$ cat config.mk
export PLATFORM = sky130hd
export DESIGN_NAME = uwire_eeprom_ctrl
export DESIGN_NICKNAME = d
export VERILOG_FILES = /design/src/rtl/uwire_pkg.sv /design/src/rtl/uwire_phase_timer.sv /design/src/rtl/uwire_shifter.sv /design/src/rtl/uwire_eeprom_ctrl.sv
export SDC_FILE = /design/constraint.sdc
export NUM_CORES = 1
export LEC_CHECK = 0
export BUFFER_PORTS_ARGS = -buffer_cell sky130_fd_sc_hd__buf_4
export CAP_MARGIN = 15
export CORE_UTILIZATION = 30
export CTS_BUF_LIST = sky130_fd_sc_hd__clkbuf_8
export DETAILED_ROUTE_END_ITERATION = 12
export GPL_TIMING_DRIVEN = 0
export PLACE_DENSITY = 0.57
export SYNTH_ARGS = -nofsm -noshare
export SYNTH_HDL_FRONTEND = slang
export SYNTH_SLANG_ARGS = --single-unit
$ cat constraint.sdc
create_clock -name clk -period 6.4 [get_ports clk]
set_clock_uncertainty 0.2 [all_clocks]
set_input_delay 0.64 -clock clk [delete_from_list [all_inputs] [get_ports clk]]
set_output_delay 0.64 -clock clk [all_outputs]
set_load 0.01 [all_outputs]
$ cat src/rtl/uwire_pkg.sv
package uwire_pkg;

    localparam int WORD_W   = 16;
    localparam int RD_SLOTS = 17;

    typedef enum logic [3:0] {
        ST_IDLE, ST_SEL, ST_HDR, ST_RDATA, ST_WDATA,
        ST_GAP, ST_POLL, ST_RST, ST_WREQ, ST_FIN
    } state_e;

    typedef enum logic [1:0] {CMD_EN, CMD_RD, CMD_WR, CMD_DIS} cmd_e;

    typedef struct packed {
        logic       is_write;
        logic       wide;
        logic [7:0] addr;
    } req_t;

    // Header bit count: start + two opcode bits + address field
    function automatic logic [4:0] hdr_len(logic wide);
        return wide ? 5'd11 : 5'd9;
    endfunction

    // Header left-aligned in a 16-bit shift word
    function automatic logic [15:0] hdr_word(cmd_e c, logic wide, logic [7:0] a);
        logic [1:0] op;
        logic [7:0] fld;
        case (c)
            CMD_RD:  op = 2'b10;
            CMD_WR:  op = 2'b01;
            default: op = 2'b00;
        endcase
        if (c == CMD_EN)       fld = 8'hC0;
        else if (c == CMD_DIS) fld = 8'h00;
        else                   fld = wide ? a : {a[5:0], 2'b00};
        return {1'b1, op, fld, 5'b0};
    endfunction

    function automatic logic [7:0] next_addr(logic wide, logic [7:0] a);
        return wide ? a + 8'd1 : {2'b00, a[5:0] + 6'd1};
    endfunction

endpackage

$ cat src/rtl/uwire_phase_timer.sv
module uwire_phase_timer #(
    parameter int HALF_DIV = 160
) (
    input  logic clk,
    input  logic rst,
    input  logic clr,
    output logic phase_end,
    output logic half
);
    localparam int CW = (HALF_DIV > 1) ? $clog2(HALF_DIV) : 1;
    localparam logic [CW-1:0] LAST = CW'(HALF_DIV - 1);

    logic [CW-1:0] cnt;

    always_ff @(posedge clk) begin
        if (rst || clr) begin
            cnt  <= '0;
            half <= 1'b0;
        end else if (cnt == LAST) begin
            cnt  <= '0;
            half <= ~half;
        end else begin
            cnt <= cnt + 1'b1;
        end
    end

    assign phase_end = (cnt == LAST);

    AST_HALF_HELD: assert property (@(posedge clk) disable iff (rst)
        (!clr && cnt != LAST) |=> $stable(half));

endmodule

$ cat src/rtl/uwire_shifter.sv
module uwire_shifter #(
    parameter int W = 16
) (
    input  logic         clk,
    input  logic         rst,
    input  logic         load,
    input  logic [W-1:0] load_val,
    input  logic         shift,
    input  logic         sample,
    input  logic         si,
    output logic         so,
    output logic [W-1:0] rx
);
    logic [W-1:0] tx;

    always_ff @(posedge clk) begin
        if (rst) begin
            tx <= '0;
            rx <= '0;
        end else begin
            if (load)       tx <= load_val;
            else if (shift) tx <= {tx[W-2:0], 1'b0};
            if (sample)     rx <= {rx[W-2:0], si};
        end
    end

    assign so = tx[W-1];

endmodule

$ cat src/rtl/uwire_eeprom_ctrl.sv
module uwire_eeprom_ctrl
    import uwire_pkg::*;
#(
    parameter int HALF_DIV   = 160,
    parameter int POLL_LIMIT = 20000,
    parameter int CNT_W      = 9
) (
    input  logic              clk,
    input  logic              rst,
    input  logic              start,
    input  logic              op_write,
    input  logic              wide_addr,
    input  logic [7:0]        start_addr,
    input  logic [CNT_W-1:0]  word_count,
    output logic              busy,
    output logic              done,
    output logic              err,
    output logic              rd_valid,
    output logic [WORD_W-1:0] rd_data,
    output logic              wr_ready,
    input  logic              wr_valid,
    input  logic [WORD_W-1:0] wr_data,
    output logic              ee_cs,
    output logic              ee_sk,
    output logic              ee_do,
    input  logic              ee_di
);
    localparam int PW = $clog2(POLL_LIMIT + 1);
    localparam logic [PW-1:0] POLL_LAST = PW'(POLL_LIMIT - 1);

    state_e             state;
    cmd_e               cmd;
    req_t               req;
    logic [CNT_W-1:0]   remaining;
    logic [WORD_W-1:0]  wdata_q;
    logic [4:0]         bit_cnt;
    logic [PW-1:0]      poll_cnt;
    logic               err_q, aborted, rdv_q;

    logic phase_end, half, slot_end, timed, clr;
    logic load_en, shift_en, sample_en, so, last_hdr;
    logic [WORD_W-1:0] load_val;

    always_comb begin
        timed = state inside {ST_SEL, ST_HDR, ST_RDATA, ST_WDATA, ST_GAP, ST_POLL, ST_RST};
        clr   = !timed || (state == ST_GAP && phase_end);
    end

    uwire_phase_timer #(.HALF_DIV(HALF_DIV)) u_timer (
        .clk(clk), .rst(rst), .clr(clr), .phase_end(phase_end), .half(half)
    );

    assign slot_end = phase_end && half;
    assign last_hdr = (bit_cnt == hdr_len(req.wide) - 5'd1);

    always_comb begin
        load_en   = slot_end && ((state == ST_SEL) ||
                    (state == ST_HDR && last_hdr && cmd == CMD_WR));
        load_val  = (state == ST_SEL) ? hdr_word(cmd, req.wide, req.addr) : wdata_q;
        shift_en  = slot_end && (state == ST_HDR || state == ST_WDATA);
        sample_en = (state == ST_RDATA) && phase_end && !half;
    end

    uwire_shifter #(.W(WORD_W)) u_shift (
        .clk(clk), .rst(rst), .load(load_en), .load_val(load_val),
        .shift(shift_en), .sample(sample_en), .si(ee_di), .so(so), .rx(rd_data)
    );

    always_ff @(posedge clk) begin
        if (rst) begin
            state     <= ST_IDLE;
            cmd       <= CMD_RD;
            req       <= '0;
            remaining <= '0;
            wdata_q   <= '0;
            bit_cnt   <= '0;
            poll_cnt  <= '0;
            err_q     <= 1'b0;
            aborted   <= 1'b0;
            rdv_q     <= 1'b0;
        end else begin
            rdv_q <= 1'b0;
            case (state)
                ST_IDLE: if (start) begin
                    err_q   <= 1'b0;
                    aborted <= 1'b0;
                    if (word_count == '0) begin
                        state <= ST_FIN;
                    end else begin
                        req.is_write <= op_write;
                        req.wide     <= wide_addr;
                        req.addr     <= wide_addr ? start_addr : {2'b00, start_addr[5:0]};
                        remaining    <= word_count;
                        cmd          <= op_write ? CMD_EN : CMD_RD;
                        state        <= ST_SEL;
                    end
                end
                ST_SEL: if (slot_end) begin
                    bit_cnt <= '0;
                    state   <= ST_HDR;
                end
                ST_HDR: if (slot_end) begin
                    if (last_hdr) begin
                        bit_cnt <= '0;
                        case (cmd)
                            CMD_RD:  state <= ST_RDATA;
                            CMD_WR:  state <= ST_WDATA;
                            default: state <= ST_RST;
                        endcase
                    end else begin
                        bit_cnt <= bit_cnt + 5'd1;
                    end
                end
                ST_RDATA: if (slot_end) begin
                    if (bit_cnt == 5'(RD_SLOTS - 1)) begin
                        rdv_q <= 1'b1;
                        state <= ST_RST;
                    end else begin
                        bit_cnt <= bit_cnt + 5'd1;
                    end
                end
                ST_WDATA: if (slot_end) begin
                    if (bit_cnt == 5'(WORD_W - 1)) begin
                        poll_cnt <= '0;
                        state    <= ST_GAP;
                    end else begin
                        bit_cnt <= bit_cnt + 5'd1;
                    end
                end
                ST_GAP: if (phase_end) state <= ST_POLL;
                ST_POLL: if (slot_end) begin
                    if (ee_di) begin
                        state <= ST_RST;
                    end else if (poll_cnt == POLL_LAST) begin
                        err_q   <= 1'b1;
                        aborted <= 1'b1;
                        state   <= ST_RST;
                    end else begin
                        poll_cnt <= poll_cnt + 1'b1;
                    end
                end
                ST_RST: if (slot_end) begin
                    case (cmd)
                        CMD_EN:  state <= ST_WREQ;
                        CMD_DIS: state <= ST_FIN;
                        CMD_RD: begin
                            remaining <= remaining - 1'b1;
                            req.addr  <= next_addr(req.wide, req.addr);
                            state     <= (remaining == CNT_W'(1)) ? ST_FIN : ST_SEL;
                        end
                        default: begin
                            remaining <= remaining - 1'b1;
                            req.addr  <= next_addr(req.wide, req.addr);
                            if (aborted || remaining == CNT_W'(1)) begin
                                cmd   <= CMD_DIS;
                                state <= ST_SEL;
                            end else begin
                                state <= ST_WREQ;
                            end
                        end
                    endcase
                end
                ST_WREQ: if (wr_valid) begin
                    wdata_q <= wr_data;
                    cmd     <= CMD_WR;
                    state   <= ST_SEL;
                end
                ST_FIN:  state <= ST_IDLE;
                default: state <= ST_IDLE;
            endcase
        end
    end

    assign busy     = (state != ST_IDLE);
    assign done     = (state == ST_FIN);
    assign err      = (state == ST_FIN) && err_q;
    assign rd_valid = rdv_q;
    assign wr_ready = (state == ST_WREQ);
    assign ee_cs    = state inside {ST_SEL, ST_HDR, ST_RDATA, ST_WDATA, ST_POLL};
    assign ee_sk    = half && (state inside {ST_SEL, ST_HDR, ST_RDATA, ST_WDATA, ST_POLL, ST_RST});
    assign ee_do    = so && (state inside {ST_HDR, ST_WDATA});

    AST_IDLE_QUIET: assert property (@(posedge clk) disable iff (rst)
        !busy |-> (!ee_cs && !ee_sk && !ee_do && !rd_valid && !wr_ready));
    AST_DO_HELD_ON_RISE: assert property (@(posedge clk) disable iff (rst)
        $rose(ee_sk) |-> $stable(ee_do));
    AST_RDV_AT_DESELECT: assert property (@(posedge clk) disable iff (rst)
        rd_valid |-> (!ee_cs && $past(ee_cs)));
    AST_WREQ_BUS_IDLE: assert property (@(posedge clk) disable iff (rst)
        wr_ready |-> (!ee_cs && !ee_sk));
    AST_ERR_WITH_DONE: assert property (@(posedge clk) disable iff (rst)
        err |-> done);
    AST_DONE_PULSE: assert property (@(posedge clk) disable iff (rst)
        done |=> !done);
    AST_START_IGNORED: assert property (@(posedge clk) disable iff (rst)
        (busy && !done && start) |=> busy);

endmodule

==> flow_metrics.tcl, run 1 <==
set metrics [dict create \
    cellLeakagePower_nw 2.259 \
    clockBufferDepth 2 \
    synth_warnings 0 \
    grt_use_total_pct 16.78 \
    root_buffer "clkbuf_8" \
    insertion_delay_ns 0.40 \
    hold_viol_final 0 \
    cp-start-kind "flop" \
    crit_arrival_ns 2.23 \
    cts_buffers 9 \
    wl_microns 15360 \
    ys_types 63 \
    synth_ff_type "dfxtp_1" \
    relSlewSlack_pct 44.22 \
    vias 5164 \
    io_buffers 62 \
    core_sq_um 18020 \
    slowest_stage "dfxtp_1" \
    grt_pass1_vias 4615 \
    drt_iter0_drc 453 \
    setup_viol 0 \
    fp.dieW_microns 138.0 \
    ir_drop_mv 0.1179 \
    powerDensity_nw_per_um2 282.7 \
    setup_ws_ns 3.328 \
    cts.sink_count 103 \
    status "finished, final reports clean" \
    grt_max_degree 21 \
    tritoncts "yes" \
    synth-seq-cells 103 \
    maxSlewViolCount 0 \
    antenna_found_initial 0 \
    cts.clk_slew.worst_paths_ns 0.11 \
    area_growth_pct 17.60 \
    cp.buffers_inverters 3 \
    ios 64 \
    avgSynthCellArea_sq_um 8.215 \
    gp_congestion 0.8772 \
    grt_pass1_wl_microns 24650 \
    nets 801 \
    worst_setup_path_end_kind "output pin" \
    rsz0062_at_grt "no" \
    cp_top_family "buffers and inverters" \
    postCtsHoldBufs 0 \
    drc 0 \
    vias_per_cell 5.253 \
    synth_area_sq_um 5545 \
    grt_overflow 0 \
    crit_chain "clkbuf_1, clkbuf_1, and3_1, and2_1, buf_4" \
    synth_seq_area_share_pct 37.18 \
    max_cap_viol_count 0 \
    period_share_pct 48.00 \
    async_reset_ff_share_pct 0 \
    final_antenna_net_count 0 \
    post-place-ws_ns 3.333 \
    start_util_pct 30.76 \
    cts-resized-gates 0 \
    num_rows 49 \
    path_max_fanout 10 \
    die_height_microns 138.0 \
    diodes 0 \
    critPathKind "flop to output pin" \
    cp.required_ns 5.56 \
    fmax_mhz 325.5 \
    cts_setup_buffers 0 \
    synth_edf_count 0 \
    hpwl_microns 11180 \
    htreeDepth 3 \
    hold_class "flop to flop" \
    crit_top_cell "clkbuf_1" \
    die_area_sq_um 19030 \
    dr.pass1.iters 5 \
    utilization_pct 36.18 \
    drive_above_1_share_pct 15.78 \
    wl_per_cell_microns 15.62 \
    slowest_delay_ns 0.45 \
    finalCriticalPeriod_ns 3.072 \
    syn-instance-count 675 \
    finalSetupTns_ns 0 \
    synth_fp_nets 727 \
    worst_pin_slew_ns 0.8304 \
]
[synthesized netlist by cell type, types with 3 or more instances]
cell type	instances	share of area, %
nand3_1	20	1.8
a211oi_2	3	0.68
mux2_2	3	0.61
a211oi_1	21	2.8
mux2i_1	41	7.4
inv_1	16	1.1
xnor2_1	4	0.63
o31ai_1	12	1.6
nand4_1	9	1.0
xor2_1	10	1.6
o21ai_0	26	2.3
a21o_1	3	0.41
ha_1	12	2.7
a31oi_1	5	0.56
nand3b_1	3	0.41
clkbuf_1	34	2.3
or2_2	11	1.2
nand2_1	77	5.2
or3_1	9	1.0
a21oi_1	69	6.2
nor2_1	53	3.6
a311oi_1	3	0.47
nor4b_1	4	0.63
nor3_1	17	1.5
o211ai_1	3	0.41
and2_1	4	0.45
and3_1	12	1.4
nor2b_1	4	0.45
nor3b_1	3	0.41
nor4_1	12	1.4
buf_2	7	0.63
a32oi_1	5	0.79
or4_1	11	1.5
nand2b_1	5	0.56
buf_6	4	0.81
dfxtp_1	103	37
or3b_2	3	0.47
[stage by stage]
stage                     instances  power [mW]  cell area, sq um  hold slack [ns]
after floorplan                 675       1.187              5545           0.2258
after global placement          966       1.379              6297           0.2421
after detailed placement        966       1.379              6297           0.2471
after CTS                       982       1.845              6516           0.2470
after global routing            983       1.953              6521           0.2607
final                           983       1.843              6521           0.2598
[power by group]
part           leakage (nW)  total [mW]  switching [mW]  internal (mW)
registers             0.834       0.760          0.0636          0.696
logic                  1.31       0.621           0.384          0.237
clock network         0.111       0.462           0.268          0.194
total                  2.26        1.84           0.716           1.13
[routing by layer]
metal | global-route usage [%] | part of all wire [%] | routed length, microns
met1 | 24.34 | 50 | 7628
met2 | 24.06 | 43 | 6585
met3 | 3.034 | 5.6 | 858
met4 | 7.005 | 1.9 | 287
met5 | 0 | 0 | 0
[cell usage in the layout, fill, tap and decap left out, types with 4 or more instances in the layout]
master,synthesis,routed
o31ai_1,12,12
nand4_1,9,9
xnor2_1,4,4
and2_1,4,4
clkbuf_1,34,34
inv_1,16,16
clkbuf_8,0,9
or3_1,9,9
nor4b_1,4,4
a21oi_1,69,69
nor4_1,12,12
nor2_1,53,53
nand3_1,20,20
o21ai_0,26,26
xor2_1,10,10
nor3_1,17,17
a32oi_1,5,5
or4_1,11,11
nand2b_1,5,5
mux2i_1,41,41
dfxtp_1,103,103
buf_4,0,62
nor2b_1,4,4
a31oi_1,5,5
buf_6,4,4
nand2_1,77,77
buf_2,7,7
a211oi_1,21,21
ha_1,12,12
or2_2,11,11
and3_1,12,12
[final timing paths]
check	startpoint	endpoint	slack, ns	cells past startpoint
worst max register to register	u_timer.cnt[0]	u_shift.rx[9]	3.56	8
worst max-delay path	state[0]	err	3.33	5
worst min register to register	wdata_q[1]	wdata_q[1]	0.26	2
worst min-delay path	wdata_q[1]	wdata_q[1]	0.26	2
[cell type report]
cell class	instances	area (sq um)
Inverter	16	60.06
Buffer	47	215.2
Clock inverter	7	95.09
Multi-Input combinational cell	509	3208
Clock buffer	9	123.9
Fill cell	1940	11500
Timing Repair Buffer	63	470.5
Sequential cell	103	2062
Tap cell	229	286.5
[logic make-up (layout without fill, tap and decap cells)]
group | after synthesis | in the layout | synth area share, %
XOR/XNOR | 14 | 14 | 2.211
multiplexers | 44 | 44 | 8.010
flip-flops | 103 | 103 | 37.18
AO/OA/AOI/OAI | 170 | 170 | 19.65
buffers and inverters | 63 | 142 | 4.964
AND/OR/NAND/NOR | 269 | 269 | 25.27
adder cells (fa/ha/maj) | 12 | 12 | 2.708
[flip-flops by register name (all words and copies together) (netlist names), 5 cells and up]
name and cells:
remaining 9, u_timer.cnt 8, req 9, wdata_q 16, u_shift.rx 16, u_shift.tx 16, poll_cnt 15, bit_cnt 5
[worst reg2reg max path, cell delays in order (launching register included)]
cell,delay (ns)
dfxtp_1,0.38
ha_1,0.24
and4_1,0.20
buf_2,0.17
nand2_1,0.16
nor3_2,0.66
buf_2,0.43
mux2i_1,0.23
nor2_1,0.05
(Power assumes the default switching activity.)
==> inputs of run 2 (changes only) <==
PLACE_DENSITY = 0.58   (was 0.57)
clock period = 2.55 ns   (was 6.4 ns; I/O delays follow)
==> run 2 against run 1 <==
Register-to-register slack got worse by 3.5 ns. Utilization increased by 2.6 points. Final cell count increased by 2.5%. Sequential power increased to 2.5 times the previous value. Clock power increased by 130%. Sequential share of layout area decreased by 1.9 points. Count of clock-buffer cells in the layout increased by 1. Non-clock buffer count increased by 25. Total power increased to 2.5 times the previous value. Combinational power increased to 2.8 times the previous value. Wire length increased by 4.1%. Design area increased by 7.3%. Largest cell class unchanged. Largest power group unchanged.
==> flow_metrics.tcl, run 2 (synthesis gave the netlist of run 1 again) <==
set metrics [dict create \
    cts.sink_count 103 \
    vias_per_cell 5.283 \
    maxSlewViolCount 0 \
    io_buffers 62 \
    die_height_microns 138.0 \
    core_sq_um 18020 \
    num_rows 49 \
    hold_class "primary input to flop" \
    path_max_fanout 6 \
    area_growth_pct 26.15 \
    gp_congestion 0.8597 \
    cts.clk_slew.worst_paths_ns 0.11 \
    ios 64 \
    drive_above_1_share_pct 23.11 \
    largestRegisters "u_shift.rx (16), u_shift.tx (16), wdata_q (16)" \
    met1_length_microns 7935 \
    final_cell_mix "dfxtp_1, nand2_1, buf_4" \
    grt_use_total_pct 17.06 \
    start_util_pct 30.76 \
    root_buffer "clkbuf_8" \
    r2r-start "bit_cnt[0]" \
    finalSetupTns_ns 0 \
    dp_cells 966 \
    critPathKind "flop to flop" \
    relSlewSlack_pct 57.62 \
    clockBufferDepth 2 \
    cp_top_family "simple AND/OR/NAND/NOR gates" \
    wl_per_cell_microns 15.86 \
    dr.pass1.iters 5 \
    fmax_mhz 396.9 \
    finalCriticalPeriod_ns 2.519 \
    cp.buffers_inverters 1 \
    final_antenna_net_count 0 \
    utilization_pct 38.81 \
    drc 0 \
    final_common_cell "dfxtp_1" \
    crit_arrival_ns 2.65 \
    worst_hold_startpoint "word_count[4]" \
    grt_pass1_vias 4765 \
    period_share_pct 98.80 \
    htreeDepth 3 \
    fp.dieW_microns 138.0 \
    wl_met2_microns 7007 \
    wl_microns 15980 \
    cellLeakagePower_nw 2.459 \
    cp-start-kind "flop" \
    status "finished, final reports clean" \
    worst_pin_slew_ns 0.6357 \
    slowest_delay_ns 0.59 \
    rsz0062_at_grt "yes" \
    wl_met3_microns 683 \
    final_cells 1008 \
    grt_max_degree 19 \
    insertion_delay_ns 0.39 \
    vias 5325 \
    die_area_sq_um 19030 \
    cts_buffers 9 \
    grt_overflow 0 \
    fill_cells 1881 \
    crit_chain "inv_2, ha_1, or4bb_4, a32oi_2, nand4_1, or4_4, a21oi_2" \
    hpwl_microns 11210 \
    antenna_found_initial 0 \
    nets 826 \
    cp.required_ns 2.68 \
    drt_iter0_drc 321 \
    powerDensity_nw_per_um2 669.2 \
    cp-startpoint "bit_cnt[0]" \
    maxUsedRoutingLayer "met4" \
    max_cap_viol_count 0 \
    ir_drop_mv 0.3195 \
    slowest_stage "or4_4" \
    grt_pass1_wl_microns 25160 \
    worst_setup_path_end_kind "flop" \
    hold_viol_final 0 \
    tritoncts "yes" \
    setup_viol 0 \
    diodes 0 \
]
-- run 2: changes by cell type in the layout (fill, tap and decap cells not counted), sizes merged --
cell / before / now
buf: 75 / 79
bufinv: 1 / 0
clkbuf: 44 / 45
clkinvlp: 0 / 2
dlygate4sd3: 0 / 21
inv: 21 / 19
-- run 2: power by group --
| group | internal, mW | leakage (nW) | switching, mW |
|---|---|---|---|
| Combinational | 0.697 | 1.53 | 1.01 |
| Clock | 0.398 | 0.0914 | 0.650 |
| Sequential | 1.75 | 0.839 | 0.176 |
-- run 2: metrics by stage --
step | worst slack, ns | instance area (sq um) | hold WS [ns] | power (mW)
final | 0.03061 | 6995 | 0.01658 | 4.681
after global routing | -0.04456 | 6995 | 0.03152 | 4.967
after CTS | -0.01189 | 6761 | 0.002109 | 4.563
after detailed placement | -0.4743 | 6297 | 0.2483 | 3.457
after global placement | -0.5348 | 6297 | 0.2425 | 3.455
after floorplan | 0.09804 | 5545 | 0.1910 | 2.979
-- run 2: path summary, 6_finish.rpt --
path | endpoint | cells past startpoint | slack (ns)
worst min register to register | u_shift.tx[1] | 2 | 0.27
worst max-delay path | state[1] | 7 | 0.03
worst max register to register | state[1] | 7 | 0.03
worst min-delay path | remaining[4] | 3 | 0.02
-- run 2: layout make-up --
class | instances | area [sq um] | share of cell area [%]
Timing Repair Buffer | 92 | 760.7 | 10.87
Clock buffer | 10 | 137.6 | 1.967
Multi-Input combinational cell | 509 | 3398 | 48.58
Tap cell | 229 | 286.5 | 4.096
Inverter | 16 | 60.06 | 0.8585
Buffer | 43 | 224.0 | 3.202
Sequential cell | 103 | 2076 | 29.67
Clock inverter | 6 | 52.55 | 0.7512
-- run 2: worst register-to-register path: stages, from the launching register on --
cell	delay, ns
dfxtp_2	0.35
inv_2	0.06
ha_1	0.13
or4bb_4	0.55
a32oi_2	0.22
nand4_1	0.23
or4_4	0.59
a21oi_2	0.12
-- run 2: metal layers --
metal / up-vias / GRT usage (%)
li1: 2662 / -
met1: 2495 / 24.70
met2: 141 / 24.31
met3: 27 / 3.180
met4: 0 / 7.367
met5: - / 0
-- run 2: what timing repair did --
item | CTS | global route
pin swaps | 2 | 15
endpoints found under the setup margin | 54 | 76
gates cloned | 0 | 1
hold buffers | 21 | 0
buffers inserted | 1 | 7
hold endpoints to repair | 21 | 0
gates resized for setup | 18 | 57
